--- config.mk ---
export PLATFORM = sky130hd
export DESIGN_NAME = rst_strap_seq
export DESIGN_NICKNAME = d
export VERILOG_FILES = /design/src/rtl/rss_pkg.sv /design/src/rtl/rss_sync.sv /design/src/rtl/rss_cnt.sv /design/src/rtl/rss_fsm.sv /design/src/rtl/rst_strap_seq.sv
export SDC_FILE = /design/constraint.sdc
export NUM_CORES = 1
export LEC_CHECK = 0
export ABC_AREA = 1
export CORE_MARGIN = 2
export CORE_UTILIZATION = 45
export DETAILED_ROUTE_END_ITERATION = 8
export DONT_BUFFER_PORTS = 1
export GPL_TIMING_DRIVEN = 0
export SYNTH_ARGS = -nofsm -noshare
export SYNTH_HDL_FRONTEND = slang
export SYNTH_HIERARCHICAL = 1
export SYNTH_SLANG_ARGS = --single-unit
--- constraint.sdc ---
create_clock -name clk -period 3 [get_ports clk]
set_clock_uncertainty 0.15 [all_clocks]
set_input_delay 0.75 -clock clk [delete_from_list [all_inputs] [get_ports clk]]
set_output_delay 0.75 -clock clk [all_outputs]
set_load 0.005 [all_outputs]
--- src/rtl/rss_pkg.sv ---
package rss_pkg;

  typedef enum logic [2:0] {
    ST_RESET = 3'd0,
    ST_WAIT  = 3'd1,
    ST_HOLD  = 3'd2,
    ST_BOOT  = 3'd3,
    ST_DONE  = 3'd4
  } seq_st_e;

  // bits needed to count from 0 up to lim-1
  function automatic int unsigned cnt_bits(input int unsigned lim);
    return (lim < 3) ? 1 : $clog2(lim);
  endfunction

  function automatic int unsigned max2(input int unsigned a, input int unsigned b);
    return (a > b) ? a : b;
  endfunction

  function automatic logic por_released(input seq_st_e s);
    return (s == ST_HOLD) || (s == ST_BOOT) || (s == ST_DONE);
  endfunction

  function automatic logic straps_driven(input seq_st_e s);
    return (s == ST_RESET) || (s == ST_WAIT) || (s == ST_HOLD);
  endfunction

endpackage

--- src/rtl/rss_sync.sv ---
module rss_sync #(
  parameter int unsigned W      = 1,
  parameter int unsigned STAGES = 2
) (
  input  logic         clk,
  input  logic         rst_n,
  input  logic [W-1:0] d,
  output logic [W-1:0] q
);
  logic [W-1:0] stg [STAGES];

  for (genvar i = 0; i < STAGES; i++) begin : g_stg
    if (i == 0) begin : g_first
      always_ff @(posedge clk or negedge rst_n) begin
        if (!rst_n) stg[0] <= '0;
        else        stg[0] <= d;
      end
    end else begin : g_next
      always_ff @(posedge clk or negedge rst_n) begin
        if (!rst_n) stg[i] <= '0;
        else        stg[i] <= stg[i-1];
      end
    end
  end

  assign q = stg[STAGES-1];
endmodule

--- src/rtl/rss_cnt.sv ---
module rss_cnt #(
  parameter int unsigned W = 4
) (
  input  logic         clk,
  input  logic         rst_n,
  input  logic         clr,
  input  logic         inc,
  output logic [W-1:0] q
);
  always_ff @(posedge clk or negedge rst_n) begin
    if (!rst_n)   q <= '0;
    else if (clr) q <= '0;
    else if (inc) q <= q + W'(1);
  end
endmodule

--- src/rtl/rss_fsm.sv ---
module rss_fsm
  import rss_pkg::*;
(
  input  logic    clk,
  input  logic    rst_n,
  input  logic    pg_ok,
  input  logic    rst_req,
  input  logic    ph_last,
  input  logic    hi_last,
  input  logic    hrst_hi,
  output seq_st_e st,
  output logic    st_chg
);
  seq_st_e nx;

  always_comb begin
    nx = st;
    if (!pg_ok || rst_req) begin
      nx = ST_RESET;
    end else begin
      case (st)
        ST_RESET: nx = ST_WAIT;
        ST_WAIT:  if (ph_last)  nx = ST_HOLD;
        ST_HOLD:  if (ph_last)  nx = ST_BOOT;
        ST_BOOT:  if (hi_last)  nx = ST_DONE;
        ST_DONE:  if (!hrst_hi) nx = ST_BOOT;
        default:  nx = ST_RESET;
      endcase
    end
  end

  assign st_chg = (nx != st);

  always_ff @(posedge clk or negedge rst_n) begin
    if (!rst_n) st <= ST_RESET;
    else        st <= nx;
  end
endmodule

--- src/rtl/rst_strap_seq.sv ---
module rst_strap_seq
  import rss_pkg::*;
#(
  parameter int unsigned STRAP_W = 8,
  parameter int unsigned PG_DLY  = 10000,
  parameter int unsigned REL_CYC = 3,
  parameter int unsigned HI_N    = 4
) (
  input  logic               clk,
  input  logic               rst_n,
  input  logic               pg_core,
  input  logic               pg_plat,
  input  logic               rst_req,
  input  logic [STRAP_W-1:0] strap_cfg,
  input  logic               hrst_in,
  output logic               por_n,
  output logic [STRAP_W-1:0] strap_o,
  output logic               strap_oe,
  output logic               hrst_drive_low,
  output logic               boot_done
);
  localparam int unsigned PH_W = cnt_bits(max2(PG_DLY, REL_CYC));
  localparam int unsigned HI_W = cnt_bits(HI_N);

  // synchronized inputs
  logic [1:0] pg_s;
  logic       pg_ok_s;
  logic       hrst_hi;

  rss_sync #(.W(2), .STAGES(2)) u_pg_sync (
    .clk(clk), .rst_n(rst_n), .d({pg_plat, pg_core}), .q(pg_s)
  );
  rss_sync #(.W(1), .STAGES(2)) u_hr_sync (
    .clk(clk), .rst_n(rst_n), .d(hrst_in), .q(hrst_hi)
  );
  assign pg_ok_s = &pg_s;

  // state machine
  seq_st_e st;
  logic    st_chg;
  logic    ph_last;
  logic    hi_last;

  rss_fsm u_fsm (
    .clk(clk), .rst_n(rst_n), .pg_ok(pg_ok_s), .rst_req(rst_req),
    .ph_last(ph_last), .hi_last(hi_last), .hrst_hi(hrst_hi),
    .st(st), .st_chg(st_chg)
  );

  // phase counter: delay after power-good, then strap hold
  logic [PH_W-1:0] ph_cnt;
  logic [PH_W-1:0] ph_lim_m1;
  logic            ph_run;

  assign ph_run = (st == ST_WAIT) || (st == ST_HOLD);

  always_comb begin
    case (st)
      ST_WAIT: ph_lim_m1 = PH_W'(PG_DLY - 1);
      ST_HOLD: ph_lim_m1 = PH_W'(REL_CYC - 1);
      default: ph_lim_m1 = '0;
    endcase
  end

  rss_cnt #(.W(PH_W)) u_ph_cnt (
    .clk(clk), .rst_n(rst_n), .clr(st_chg), .inc(ph_run), .q(ph_cnt)
  );
  assign ph_last = ph_run && (ph_cnt == ph_lim_m1);

  // consecutive-high counter on the shared hard-reset line
  logic [HI_W-1:0] hi_cnt;
  logic            hi_run;

  assign hi_run = (st == ST_BOOT) && hrst_hi;

  rss_cnt #(.W(HI_W)) u_hi_cnt (
    .clk(clk), .rst_n(rst_n), .clr(!hi_run), .inc(1'b1), .q(hi_cnt)
  );
  assign hi_last = hi_run && (hi_cnt == HI_W'(HI_N - 1));

  // strap capture: tracks the input only in the reset state
  logic [STRAP_W-1:0] strap_q;
  always_ff @(posedge clk or negedge rst_n) begin
    if (!rst_n)               strap_q <= '0;
    else if (st == ST_RESET)  strap_q <= strap_cfg;
  end

  // named events for the checker
  logic ev_dly_done;
  logic ev_frozen;
  assign ev_dly_done = (st == ST_WAIT) && ph_last;
  assign ev_frozen   = ph_run;

  // outputs decoded from the state register
  assign por_n          = por_released(st);
  assign strap_oe       = straps_driven(st);
  assign strap_o        = strap_q;
  assign hrst_drive_low = !por_released(st);
  assign boot_done      = (st == ST_DONE);
endmodule

==> out/results.ini, run 1 <==
[cts]
cts_buffer_depth=2
cts.sink_count=33
cts_root_buf=clkbuf_8
cts.clk_slew.worst_paths_ps=80
cts_made_buffers=5
insertion_delay_ps=290
ctsHtreeMaxLevel=2
cts_tree=yes

[power_and_ir_drop]
power.density_nw_per_um2=477
combinationalPowerShare_pct=7.5
ir_worst_vdd_mv=0.310
p_clk_share_pct=43.3
switching_power_w=0.000239
intPower_w=0.000741
netSwitchingFraction_pct=24.4
power_frac_seq_pct=49.2
power.leakage_nw=1.03
power_w=0.000980

[die]
die_h_um=67.1
core_um2=3740
fp.dieW_um=67.1
row_count=22
die_area_um2=4510
io_pins=26
initial_utilization_pct=47.9

[route]
wl_um=3550
viasPerCell=4.91
first_iter_violations=110
ant_nets=0
first_pass_iters=4
vias=1523
drc=0
wl_per_cell_um=11.4

[synth]
yosys.area.top_type_share_pct=46.0
postSynthAreaPerCell_um2=7.29
ys_ff_latch=33
synth.largest_area_cell=dfrtp_1
synthCells=246
synth_area_leaders=dfrtp_1 46%, nand2_1 15%, nor2_1 8.4%, nand3_1 7.0%, inv_1 6.1%
seq_area_frac_synth_pct=46.0
synthDistinctLibCells=26
syn-cell-area_um2=1790
yosys_warnings=6

[timing]
timing.fmax_mhz=376
period_needed_ps=2660
finalHoldViolations=0
fin_crit_sh_pct=88.6
maxSlewViolCount=0
setup_violations=0

[finish]
num_antenna_cells=0
areaGrowthSynthToFinish_pct=14.5
layoutNonFillerInstCount=310
nFillCells=399
drive_gt1_share_pct=15.3
final_cell_mix=72 x nand2_1, 40 x nor2_1, 30 x dfrtp_1
final_nets=276
final_common_cell=nand2_1

[worst_setup_path]
critical_path_class=reg -> reg
startpoint=u_fsm/st[2]$_DFF_PN0_
worstPathRequired_ps=3070
endpoint_kind=flip-flop
reg2reg_from=u_fsm/st[2]$_DFF_PN0_
r2r-end=u_ph_cnt/q[12]$_DFFE_PN0P_
r2r_cells=23
arrival_ps=2730
startpoint_type=flip-flop
crit_path_end=u_ph_cnt/q[12]$_DFFE_PN0P_
reg2reg_slack_ps=340
worstPathMaxFanout=10

[global_routing]
grt_first_pass_wirelength_um=6270
grt_pass1_vias=1424
antenna_found_initial=0
grt_start_max_net_pins=34
grt_usage_pct=18.8
grt-ovfl-total=0

[placement]
place_congestion=0.872
io_buffers=0
placedCellCount=297
dp_hpwl_um=2500

[outcome]
status=finished clean

[hold_path]
holdCritPathClass=in -> async

[flow_run]
maxCapViolCount=0

## worst max-delay path, stage by stage, from the launching register on
cell	delay (ps)
dfrtp_2	500
clkinv_4	120
nand3_1	130
nand2_4	110
inv_2	30
nor2_2	60
nand2_1	60
nor2_2	90
inv_1	40
nand2_1	80
nand2_1	60
nand2_1	50
nand3_1	100
nand3_1	90
nand2_1	50
nor2_1	100
nand2_2	110
nor2_4	250
nor2_4	70
nand3_1	90
nor2_1	50
nand2_1	50
nand2_1	40
nor2_1	90
## layout make-up
class	instances	area, um2	area share [%]
plain buffers	3	28.8	1.40
clock buffers	5	68.8	3.35
clock inverters	3	46.3	2.25
inverters	34	133	6.46
multi-input cells	179	838	40.8
flip-flops and latches	33	830	40.4
well taps	48	60.1	2.92
repair buffers	5	50.0	2.44
## metrics by stage
step	hold WS, ps	setup WS, ps	instance area [um2]	TNS (ps)	utilization (%)
2_1_floorplan	181	489	1810	0	-
3_3_place_gp	182	74.0	1870	0	49.8
3_5_place_dp	186	55.1	1870	0	49.8
4_1_cts	130	27.8	2000	0	53.4
5_1_grt	127	-22.2	2050	-60.0	54.9
6_report	122	341	2050	0	54.9
## per-layer routing
layer / part of all wire, % / track usage (%) / vias to the layer above
li1: - / - / 792
met1: 49 / 26.4 / 699
met2: 45 / 27.5 / 26
met3: 4.8 / 5.00 / 6
met4: 1.7 / 7.91 / 0
met5: 0 / 0 / -
## synth_stat cells
master	number
nand2_1	74
nor2_1	40
dfrtp_1	33
inv_1	29
nand3_1	25
a21oi_1	8
inv_2	5
nor3_1	5
nor2_2	4
nand2_2	3
buf_4	2
nand3_2	2
nand4_1	2
nor2_4	2
a211oi_1	1
a31oi_1	1
clkbuf_8	1
conb_1	1
ha_1	1
nand3b_1	1
nor3_2	1
nor3_4	1
nor3b_2	1
o21ai_0	1
o21ai_1	1
xnor2_1	1
## logic make-up after synthesis
family                   Yosys count  share of synthesized area (%)
AO/OA/AOI/OAI                     12                           3.56
XOR/XNOR                           1                          0.488
adder cells (fa/ha/maj)            1                          0.697
buffers and inverters             37                           8.72
flip-flops                        33                           46.0
other                              1                          0.209
AND/OR/NAND/NOR                  161                           40.3
## how the worst min path moves through the flow
stage	startpoint	to	slack [ps]	cells past startpoint
2_1_floorplan	u_hr_sync/stg[1]$_DFF_PN0_	u_hr_sync/q$_DFF_PN0_	180	0
3_3_place_gp	u_hr_sync/stg[1]$_DFF_PN0_	u_hr_sync/q$_DFF_PN0_	180	0
3_5_place_dp	u_hr_sync/stg[1]$_DFF_PN0_	u_hr_sync/q$_DFF_PN0_	190	0
4_1_cts	rst_n	u_hi_cnt/q[1]$_DFFE_PN0P_	130	1
5_1_grt	rst_n	u_hi_cnt/q[0]$_DFFE_PN0P_	130	1
6_report	rst_n	u_hi_cnt/q[1]$_DFFE_PN0P_	120	1
## registers in the layout, indices dropped and copies added (netlist names)
register and flops:
u_hr_sync/stg 1, u_pg_sync/q 2, u_pg_sync/stg 2, strap_o 8, u_fsm/st 3, u_hi_cnt/q 2, u_hr_sync/q 1, u_ph_cnt/q 14
## what timing repair did
| action | in CTS | in global routing |
|---|---|---|
| endpoints found under the setup margin | 0 | 12 |
| setup buffers | 0 | 4 |
| hold endpoints to repair | 33 | 0 |
| hold buffers | 1 | 0 |
| resized for setup | 0 | 9 |
## power groups by stage
stage / Combinational (W) / Sequential [W] / Clock, W
floorplan: 0.0000508 / 0.000486 / 0
global placement: 0.0000594 / 0.000491 / 0
global route: 0.0000864 / 0.000486 / 0.000465
CTS: 0.0000729 / 0.000483 / 0.000441
detailed placement: 0.0000611 / 0.000492 / 0
finish: 0.0000734 / 0.000483 / 0.000424
(Power assumes the default switching activity.)
==> run 2: changes to the inputs <==
Settings changed: PLACE_DENSITY set to 0.71.
==> out/results.ini, run 2 (synthesis gave the netlist of run 1 again) <==
[route]
ant_nets=0  ; unchanged
vias=1542  ; was 1523
first_pass_iters=4  ; unchanged
first_iter_violations=60  ; was 110
drc=0  ; unchanged
viasPerCell=4.96  ; was 4.91
wl_per_cell_um=11.3  ; was 11.4 um
wl_um=3520  ; was 3550 um

[power_and_ir_drop]
ir_worst_vdd_mv=0.349  ; was 0.310 mV
power.density_nw_per_um2=477  ; about the same
power.leakage_nw=1.03  ; about the same

[placement]
place_congestion=0.890  ; was 0.872
pre_cts_ws_ps=83.3  ; was 55.1 ps
io_buffers=0  ; unchanged
dp_hpwl_um=2450  ; was 2500 um

[timing]
period_needed_ps=2720  ; was 2660 ps
setup_violations=0  ; unchanged
setup_tns_ps=0  ; unchanged
finalHoldViolations=0  ; unchanged
timing.fmax_mhz=367  ; was 376 MHz
maxSlewViolCount=0  ; unchanged
hold_slack_ps=124  ; was 122 ps
post-route-worst-setup-slack_ps=276  ; was 341 ps
grt_setup_unrepaired=false
fin_crit_sh_pct=90.8  ; was 88.6%

[worst_setup_path]
r2r_cells=22  ; was 23
critical_path_class=reg -> reg  ; unchanged
worstPathRequired_ps=3030  ; was 3070 ps
worstPathMaxFanout=10  ; unchanged
path_cells=inv_4, nand3_1, nand2_4, inv_2, nor2_2, nand2_1, nor2_2, inv_1, nand2_1, nand3_1, nand3_1, nand2_1, nand2_1, nand2_1, nand2_2, nor2_4, nor3_4, nand2_1, nand2_1, nand2_1, nand2_1, inv_1  ; was clkinv_4, nand3_1, nand2_4, inv_2, nor2_2, nand2_1, nor2_2, inv_1, nand2_1, nand2_1, nand2_1, nand3_1, nand3_1, nand2_1, nor2_1, nand2_2, nor2_4, nor2_4, nand3_1, nor2_1, nand2_1, nand2_1, nor2_1
cp_slowest_cell=dfrtp_2  ; unchanged
cpPeakStageDelay_ps=480  ; was 500 ps
arrival_ps=2760  ; was 2730 ps
path_common_cell=nand2_1  ; unchanged
worst-path-buf-inv=4  ; was 3
startpoint_type=flip-flop  ; unchanged
reg2reg_slack_ps=280  ; was 340 ps
cp.depth=22  ; was 23
endpoint_kind=flip-flop  ; unchanged
critPathTopFamily=simple AND/OR/NAND/NOR gates  ; unchanged

[cts]
ctsHtreeMaxLevel=2  ; unchanged
cts.clk_slew.worst_paths_ps=80  ; about the same
cts_buffer_depth=2  ; unchanged
cts_made_buffers=5  ; unchanged
cts.sink_count=33  ; unchanged
insertion_delay_ps=290  ; about the same
cts_tree=yes  ; unchanged
cts_root_buf=clkbuf_8  ; unchanged

[finish]
final_cell_mix=73 x nand2_1, 40 x nor2_1, 31 x dfrtp_1  ; was 72 x nand2_1, 40 x nor2_1, 30 x dfrtp_1
final_nets=277  ; was 276
largest_register_ffs=14  ; unchanged
final_common_cell=nand2_1  ; unchanged
drive_gt1_share_pct=14.8  ; was 15.3%
nFillCells=380  ; was 399
areaGrowthSynthToFinish_pct=14.6  ; was 14.5%
top_register=u_ph_cnt/q  ; unchanged
num_antenna_cells=0  ; unchanged

[die]
io_pins=26  ; unchanged
die_area_um2=4510  ; unchanged
row_count=22  ; unchanged
fp.dieW_um=67.1  ; unchanged
core_um2=3740  ; unchanged
initial_utilization_pct=47.9  ; unchanged
die_h_um=67.1  ; unchanged

[hold_path]
holdCritPathClass=in -> async  ; unchanged

[global_routing]
grt_start_max_net_pins=34  ; unchanged
grt_usage_pct=18.1  ; was 18.8%
grt_pass1_vias=1353  ; was 1424
grt_first_pass_wirelength_um=6040  ; was 6270 um
antenna_found_initial=0  ; unchanged
grt-ovfl-total=0  ; unchanged

[flow_run]
maxCapViolCount=0  ; unchanged

[outcome]
status=finished clean  ; unchanged

run 2: cell count changes in the layout (fill, tap and decap cells not counted), sizes merged:
cell and change:
buf +1, clkinv -1, inv +1
run 2: area by class of cell:
| class | instances | area [um2] | share of cell area (%) |
|---|---|---|---|
| Buffer | 3 | 28.8 | 1.40 |
| Tap cell | 48 | 60.1 | 2.92 |
| Clock inverter | 3 | 46.3 | 2.25 |
| Clock buffer | 5 | 68.8 | 3.35 |
| Timing Repair Buffer | 6 | 57.6 | 2.80 |
| Sequential cell | 33 | 828 | 40.3 |
| Inverter | 34 | 130 | 6.33 |
| Multi-Input combinational cell | 179 | 836 | 40.7 |
run 2: stage by stage:
stage / power, W / std cells / instance area (um2) / util (%)
CTS: 0.000991 / 306 / 2000 / 53.4
global placement: 0.000549 / 297 / 1870 / 49.8
finish: 0.000981 / 311 / 2060 / 54.9
global route: 0.00102 / 311 / 2060 / 54.9
detailed placement: 0.000552 / 297 / 1870 / 49.8
floorplan: 0.000537 / 249 / 1810 / -
run 2: final timing paths:
kind | startpoint | endpoint
worst max-delay path | u_fsm/st[2]$_DFF_PN0_ | u_ph_cnt/q[7]$_DFFE_PN0P_
worst min-delay path | rst_n | strap_o[5]$_DFFE_PN0N_
worst max register to register | u_fsm/st[2]$_DFF_PN0_ | u_ph_cnt/q[7]$_DFFE_PN0P_
worst min register to register | u_pg_sync/stg[3]$_DFF_PN0_ | u_pg_sync/q[1]$_DFF_PN0_
max in group asynchronous | rst_n | u_fsm/st[2]$_DFF_PN0_
min in group clk | u_pg_sync/stg[3]$_DFF_PN0_ | u_pg_sync/q[1]$_DFF_PN0_
run 2: routing by layer:
layer | track usage [%] | vias up | share of wire, %
met2 | 28.8 | 24 | 48
met1 | 23.2 | 719 | 46
li1 | - | 792 | -
met3 | 5.67 | 7 | 4.0
met5 | 0 | - | 0
met4 | 6.89 | 0 | 1.8
run 2: where the power goes:
group | total [W] | leakage, nW | switching [W] | internal [W]
Sequential | 0.000482 | 0.425 | 0.0000191 | 0.000463
Clock | 0.000426 | 0.0543 | 0.000177 | 0.000248
Combinational | 0.0000723 | 0.552 | 0.0000441 | 0.0000281
Total | 0.000981 | 1.03 | 0.000241 | 0.000740
run 2: what timing repair did:
action,CTS,global route
hold endpoints to repair,33,0
gates resized for setup,0,6
hold buffers,1,0
endpoints found under the setup margin,0,11
buffers inserted,0,5
